`src/rtl/clipPkg.sv`:
```
package clipPkg;
  localparam int COMP_W   = 8;
  localparam int NUM_COMP = 3;
  localparam int PIX_W    = COMP_W * NUM_COMP;

  // default limits per colour space
  localparam logic [COMP_W-1:0] YC_LUMA_MAX   = 8'hEB;
  localparam logic [COMP_W-1:0] YC_CHROMA_MAX = 8'hF0;
  localparam logic [COMP_W-1:0] YC_MIN        = 8'h10;
  localparam logic [COMP_W-1:0] RGB_MAX       = 8'hFE;
  localparam logic [COMP_W-1:0] RGB_MIN       = 8'h01;

  // index of the luma / green lane inside a pixel word
  localparam int LUMA_LANE = 1;

  typedef struct packed {
    logic [PIX_W-1:0] maxLim;
    logic [PIX_W-1:0] minLim;
    logic             clampEn;
  } limitBundle_t;

  function automatic logic [PIX_W-1:0] defaultMax(input logic ycMode);
    logic [PIX_W-1:0] w;
    for (int i = 0; i < NUM_COMP; i++) begin
      if (!ycMode)             w[i*COMP_W +: COMP_W] = RGB_MAX;
      else if (i == LUMA_LANE) w[i*COMP_W +: COMP_W] = YC_LUMA_MAX;
      else                     w[i*COMP_W +: COMP_W] = YC_CHROMA_MAX;
    end
    return w;
  endfunction

  function automatic logic [PIX_W-1:0] defaultMin(input logic ycMode);
    logic [PIX_W-1:0] w;
    for (int i = 0; i < NUM_COMP; i++)
      w[i*COMP_W +: COMP_W] = ycMode ? YC_MIN : RGB_MIN;
    return w;
  endfunction
endpackage

```
`src/rtl/clipLimitCtrl.sv`:
```
module clipLimitCtrl
  import clipPkg::*;
(
  input  logic             clk,
  input  logic             rstN,
  input  logic             ycbcrMode,
  input  logic             fullRange,
  input  logic             wrEn,
  input  logic             wrSel,
  input  logic [PIX_W-1:0] wrData,
  output limitBundle_t     limits
);
  logic [PIX_W-1:0] maxReg;
  logic [PIX_W-1:0] minReg;

  // mode only matters while reset is held
  always_ff @(posedge clk) begin
    if (!rstN) begin
      maxReg <= defaultMax(ycbcrMode);
      minReg <= defaultMin(ycbcrMode);
    end else if (wrEn) begin
      if (wrSel) minReg <= wrData;
      else       maxReg <= wrData;
    end
  end

  always_comb begin
    limits.maxLim  = maxReg;
    limits.minLim  = minReg;
    limits.clampEn = ~fullRange;
  end

  p_limits_hold_r11: assert property (@(posedge clk) disable iff (!rstN)
    !wrEn |=> ($stable(maxReg) && $stable(minReg)));

  p_write_max_r10: assert property (@(posedge clk) disable iff (!rstN)
    (wrEn && !wrSel) |=> (maxReg == $past(wrData) && $stable(minReg)));

  p_write_min_r10: assert property (@(posedge clk) disable iff (!rstN)
    (wrEn && wrSel) |=> (minReg == $past(wrData) && $stable(maxReg)));
endmodule

```
`src/rtl/clipDatapath.sv`:
```
module clipDatapath
  import clipPkg::*;
(
  input  logic             clk,
  input  logic             rstN,
  input  limitBundle_t     limits,
  input  logic [PIX_W-1:0] pixIn,
  input  logic             deIn,
  input  logic             hsIn,
  input  logic             vsIn,
  output logic [PIX_W-1:0] pixOut,
  output logic             deOut,
  output logic             hsOut,
  output logic             vsOut
);
  logic [PIX_W-1:0] clampedPix;
  logic             pastValid;

  for (genvar g = 0; g < NUM_COMP; g++) begin : gLane
    logic [COMP_W-1:0] inC, hiC, loC, outC;
    assign inC = pixIn[g*COMP_W +: COMP_W];
    assign hiC = limits.maxLim[g*COMP_W +: COMP_W];
    assign loC = limits.minLim[g*COMP_W +: COMP_W];

    always_comb begin
      if (!(deIn && limits.clampEn)) outC = inC;
      else if (inC > hiC)            outC = hiC;
      else if (inC < loC)            outC = loC;
      else                           outC = inC;
    end
    assign clampedPix[g*COMP_W +: COMP_W] = outC;

    p_upper_bound_r3: assert property (@(posedge clk) disable iff (!rstN)
      (pastValid && deOut && $past(limits.clampEn) &&
       ($past(limits.minLim[g*COMP_W +: COMP_W]) <= $past(limits.maxLim[g*COMP_W +: COMP_W])))
      |-> (pixOut[g*COMP_W +: COMP_W] <= $past(limits.maxLim[g*COMP_W +: COMP_W])));

    p_lower_bound_r4: assert property (@(posedge clk) disable iff (!rstN)
      (pastValid && deOut && $past(limits.clampEn) &&
       ($past(limits.minLim[g*COMP_W +: COMP_W]) <= $past(limits.maxLim[g*COMP_W +: COMP_W])))
      |-> (pixOut[g*COMP_W +: COMP_W] >= $past(limits.minLim[g*COMP_W +: COMP_W])));
  end

  always_ff @(posedge clk) begin
    if (!rstN) begin
      pixOut    <= '0;
      deOut     <= 1'b0;
      hsOut     <= 1'b0;
      vsOut     <= 1'b0;
      pastValid <= 1'b0;
    end else begin
      pixOut    <= clampedPix;
      deOut     <= deIn;
      hsOut     <= hsIn;
      vsOut     <= vsIn;
      pastValid <= 1'b1;
    end
  end

  p_flag_delay_r9: assert property (@(posedge clk) disable iff (!rstN)
    pastValid |-> (deOut == $past(deIn) && hsOut == $past(hsIn) && vsOut == $past(vsIn)));

  p_blank_pass_r8: assert property (@(posedge clk) disable iff (!rstN)
    (pastValid && !deOut) |-> (pixOut == $past(pixIn)));

  p_full_range_r7: assert property (@(posedge clk) disable iff (!rstN)
    (pastValid && !$past(limits.clampEn)) |-> (pixOut == $past(pixIn)));
endmodule

```
`src/rtl/rangeClipper.sv`:
```
module rangeClipper
  import clipPkg::*;
(
  input  logic             clk,
  input  logic             rstN,
  input  logic             ycbcrMode,
  input  logic             fullRange,
  input  logic             wrEn,
  input  logic             wrSel,
  input  logic [PIX_W-1:0] wrData,
  input  logic [PIX_W-1:0] pixIn,
  input  logic             deIn,
  input  logic             hsIn,
  input  logic             vsIn,
  output logic [PIX_W-1:0] pixOut,
  output logic             deOut,
  output logic             hsOut,
  output logic             vsOut
);
  limitBundle_t limits;

  clipLimitCtrl uCtrl (
    .clk       (clk),
    .rstN      (rstN),
    .ycbcrMode (ycbcrMode),
    .fullRange (fullRange),
    .wrEn      (wrEn),
    .wrSel     (wrSel),
    .wrData    (wrData),
    .limits    (limits)
  );

  clipDatapath uData (
    .clk    (clk),
    .rstN   (rstN),
    .limits (limits),
    .pixIn  (pixIn),
    .deIn   (deIn),
    .hsIn   (hsIn),
    .vsIn   (vsIn),
    .pixOut (pixOut),
    .deOut  (deOut),
    .hsOut  (hsOut),
    .vsOut  (vsOut)
  );

  p_reset_quiet_r12: assert property (@(posedge clk)
    !rstN |=> (pixOut == '0 && !deOut && !hsOut && !vsOut));
endmodule

```
`config.mk`:
```
export PLATFORM = sky130hd
export DESIGN_NAME = rangeClipper
export DESIGN_NICKNAME = d
export VERILOG_FILES = /design/src/rtl/clipPkg.sv /design/src/rtl/clipLimitCtrl.sv /design/src/rtl/clipDatapath.sv /design/src/rtl/rangeClipper.sv
export SDC_FILE = /design/constraint.sdc
export NUM_CORES = 1
export LEC_CHECK = 0
export BUFFER_PORTS_ARGS = -buffer_cell sky130_fd_sc_hd__buf_2
export CAP_MARGIN = 25
export CORE_MARGIN = 2
export CORE_UTILIZATION = 30
export CTS_BUF_LIST = sky130_fd_sc_hd__clkbuf_8
export DETAILED_ROUTE_END_ITERATION = 12
export PLACE_DENSITY = 0.57
export SLEW_MARGIN = 10
export SYNTH_ARGS = -nofsm -noshare
export SYNTH_HDL_FRONTEND = slang
export SYNTH_HIERARCHICAL = 1
export SYNTH_SLANG_ARGS = --single-unit
```
`constraint.sdc`:
```
create_clock -name clk -period 5.93 [get_ports clk]
set_input_delay 0.2965 -clock clk [delete_from_list [all_inputs] [get_ports clk]]
set_output_delay 0.2965 -clock clk [all_outputs]
set_load 0.02 [all_outputs]
```
==> impl_metrics.json <==
{
  "status": "finished, final reports clean",
  "p_leak_uw": 0.00227,
  "wire_per_inst_um": 14.5,
  "worstSkewPairLatency_ps": 350,
  "vias": 3072,
  "antenna_found_initial": 0,
  "cts_made_buffers": 9,
  "synth_mux_area_share_pct": 0,
  "ys_types": 36,
  "dpl.hpwl_um": 7150,
  "coreArea_um2": 13800,
  "portBuffers": 83,
  "skew_ps": 10.6,
  "grt_pass1_vias": 3175,
  "viasPerCell": 4.67,
  "period_minus_slack_ps": 2330,
  "pin_count": 84,
  "multiInputGateArea_um2": 1940,
  "cap_violations": 0,
  "routed_wl_um": 9550,
  "drive_above_1_share_pct": 27.0,
  "grt_max_degree": 69,
  "max_freq_ghz": 0.429,
  "finalCritPeriodShare_pct": 39.3,
  "critPathCaptureType": "flip-flop",
  "cts.repair.resized": 0,
  "power.density_nw_per_um2": 258,
  "seqCellArea_um2": 1980,
  "fillCellCount": 1377,
  "grt.total_usage_pct": 13.2,
  "crit_required_ps": 6160,
  "die_w_um": 123,
  "clock_path_buffers": 2,
  "rows": 43,
  "start_kind": "flip-flop",
  "root_buffer": "clkbuf_8",
  "drtPass1Iterations": 4,
  "syn_area_um2": 4220,
  "worstMarginPinSlew_ps": 680,
  "tns_ps": 0,
  "clock_sinks": 75,
  "synth-xor-area-share_pct": 0,
  "hp-class": "in2reg",
  "ir_drop_v": 0.0000874,
  "setup_violations": 0,
  "gp_congestion": 0.897,
  "ctsHoldBuffers": 0,
  "arrival_ps": 2570,
  "drc": 0,
  "synthesis.nets": 491,
  "rsz0062_at_grt": "no",
  "cp_common_cell": "a21oi_2",
  "diodes": 0,
  "setup.worst_path.class": "reg2reg",
  "tritoncts": "done",
  "syn-instance-count": 389,
  "max_stage_delay_ps": 520,
  "synth_simple_gate_area_share_pct": 18.0,
  "power.total_uw": 1300,
  "synth_fa_ha_area_share_pct": 13.3,
  "ant_nets": 0,
  "dieArea_um2": 15000,
  "cts_setup_buffers": 0,
  "start_util_pct": 30.5,
  "cp_slowest_cell": "o31ai_4",
  "synth.yosys.seq_area_share_pct": 47.0,
  "path_clk_slew_ps": 80,
  "nets": 575,
  "finalHoldViolCount": 0,
  "grt_pass1_wl_um": 15100,
  "cts_max_level": 3,
  "ys_seq_elements": 75,
  "slew_violations": 0,
  "die_h_um": 123,
  "ys_warn_count": 6,
  "cp_top_family": "compound AO/OA/AOI/OAI gates",
  "drt_iter0_drc": 178,
  "grt-ovfl-total": 0,
  "synth_compound_area_share_pct": 14.6,
  "cp_num_buf_inv": 1,
  "synth_top_family_by_area": "simple AND/OR/NAND/NOR gates",
  "syn_to_final_growth_pct": 19.1,
  "path_cells": "inv_1 > ha_1 > nor2b_1 > o211ai_1 > a21oi_2 > o31ai_4 > a21oi_2 > o2111a_1",
  "critical_path.max_fanout": 17,
  "synth.avg_cell_area_um2": 10.8,
  "max_slew_margin_pct": 54.7
}
-- area by class of cell --
class                   count  area share, %
clock buffers               9           2.46
clock inverters             7           1.39
inverters                  56           4.18
multi-input cells         244           38.6
flip-flops and latches     75           39.4
well taps                 180           4.48
repair buffers             87           9.41
-- cells in the mapped netlist (all sizes together) --
cell type | instances | area (um2)
a21o | 3 | 22.5
edfxtp | 48 | 1440
nand2 | 31 | 116
o311ai | 3 | 41.3
nand2b | 17 | 106
nand3b | 3 | 22.5
nand4 | 9 | 56.3
o31ai | 3 | 63.8
inv | 56 | 210
nand3 | 24 | 120
a21oi | 12 | 97.6
clkbuf | 6 | 22.5
o2111a | 24 | 270
and2 | 14 | 87.6
buf | 8 | 67.6
or2 | 4 | 25.0
a211oi | 3 | 22.5
a211o | 3 | 26.3
ha | 45 | 563
o211ai | 3 | 32.5
dfxtp | 27 | 541
a31oi | 3 | 18.8
o21ai | 4 | 20.0
nor2b | 3 | 26.3
nor2 | 9 | 41.3
or3 | 24 | 158
-- where the power goes --
part | leakage (uW) | internal [uW] | switching [uW]
combinational | 0.00147 | 113 | 168
clock | 0.0000926 | 193 | 193
sequential | 0.000705 | 611 | 18.6
total | 0.00227 | 916 | 380
-- placed cells by master, fill, tap and decap left out, drive strengths merged, types with 9 or more instances in the layout --
master	count
inv	57
dfxtp	27
edfxtp	48
o2111a	24
or3	24
ha	45
clkbuf	9
nand4	9
nand3	24
nand2b	17
nand2	31
buf	87
and2	14
nor2	9
a21oi	12
-- stage by stage --
step	hold WS [ps]	utilization, %	area (um2)	std cells	worst slack, ps
after CTS	136	36.3	5030	658	3600
after global placement	504	34.6	4790	640	3620
after detailed placement	514	34.9	4830	642	3580
after floorplan	418	-	4220	389	3440
final	160	36.3	5030	658	3600
after global routing	145	36.3	5030	658	3420
-- metal layers --
metal / GRT usage [%] / routed length, um / vias up
li1: - / - / 1571
met1: 15.1 / 4090 / 1435
met2: 24.0 / 4980 / 56
met3: 2.74 / 336 / 10
met4: 4.81 / 132 / 0
met5: 0 / 0 / -
-- final timing paths --
path,end,slack [ps],cells after the start,from
setup reg to reg,uData/pixOut[7]$_SDFF_PN0_,3600,8,uCtrl/maxReg[1]$_DFFE_PP_
hold / removal,uData/vsOut$_SDFF_PN0_,160,2,vsIn
setup / recovery,uData/pixOut[7]$_SDFF_PN0_,3600,8,uCtrl/maxReg[1]$_DFFE_PP_
hold reg to reg,uData/pixOut[23]$_SDFF_PN0_,630,3,uCtrl/minReg[23]$_SDFFCE_PN0P_
-- logic make-up after synthesis --
logic type | count (synthesis)
flip-flops | 75
adder cells (fa/ha/maj) | 45
AO/OA/AOI/OAI | 61
buffers and inverters | 70
AND/OR/NAND/NOR | 138
-- registers in the layout (all words and copies together), names as in the netlist --
signal / count
uCtrl/minReg: 24
uData/hsOut: 1
uCtrl/maxReg: 24
uData/pixOut: 24
uData/vsOut: 1
uData/deOut: 1
Power figures use the tool's default switching activity.
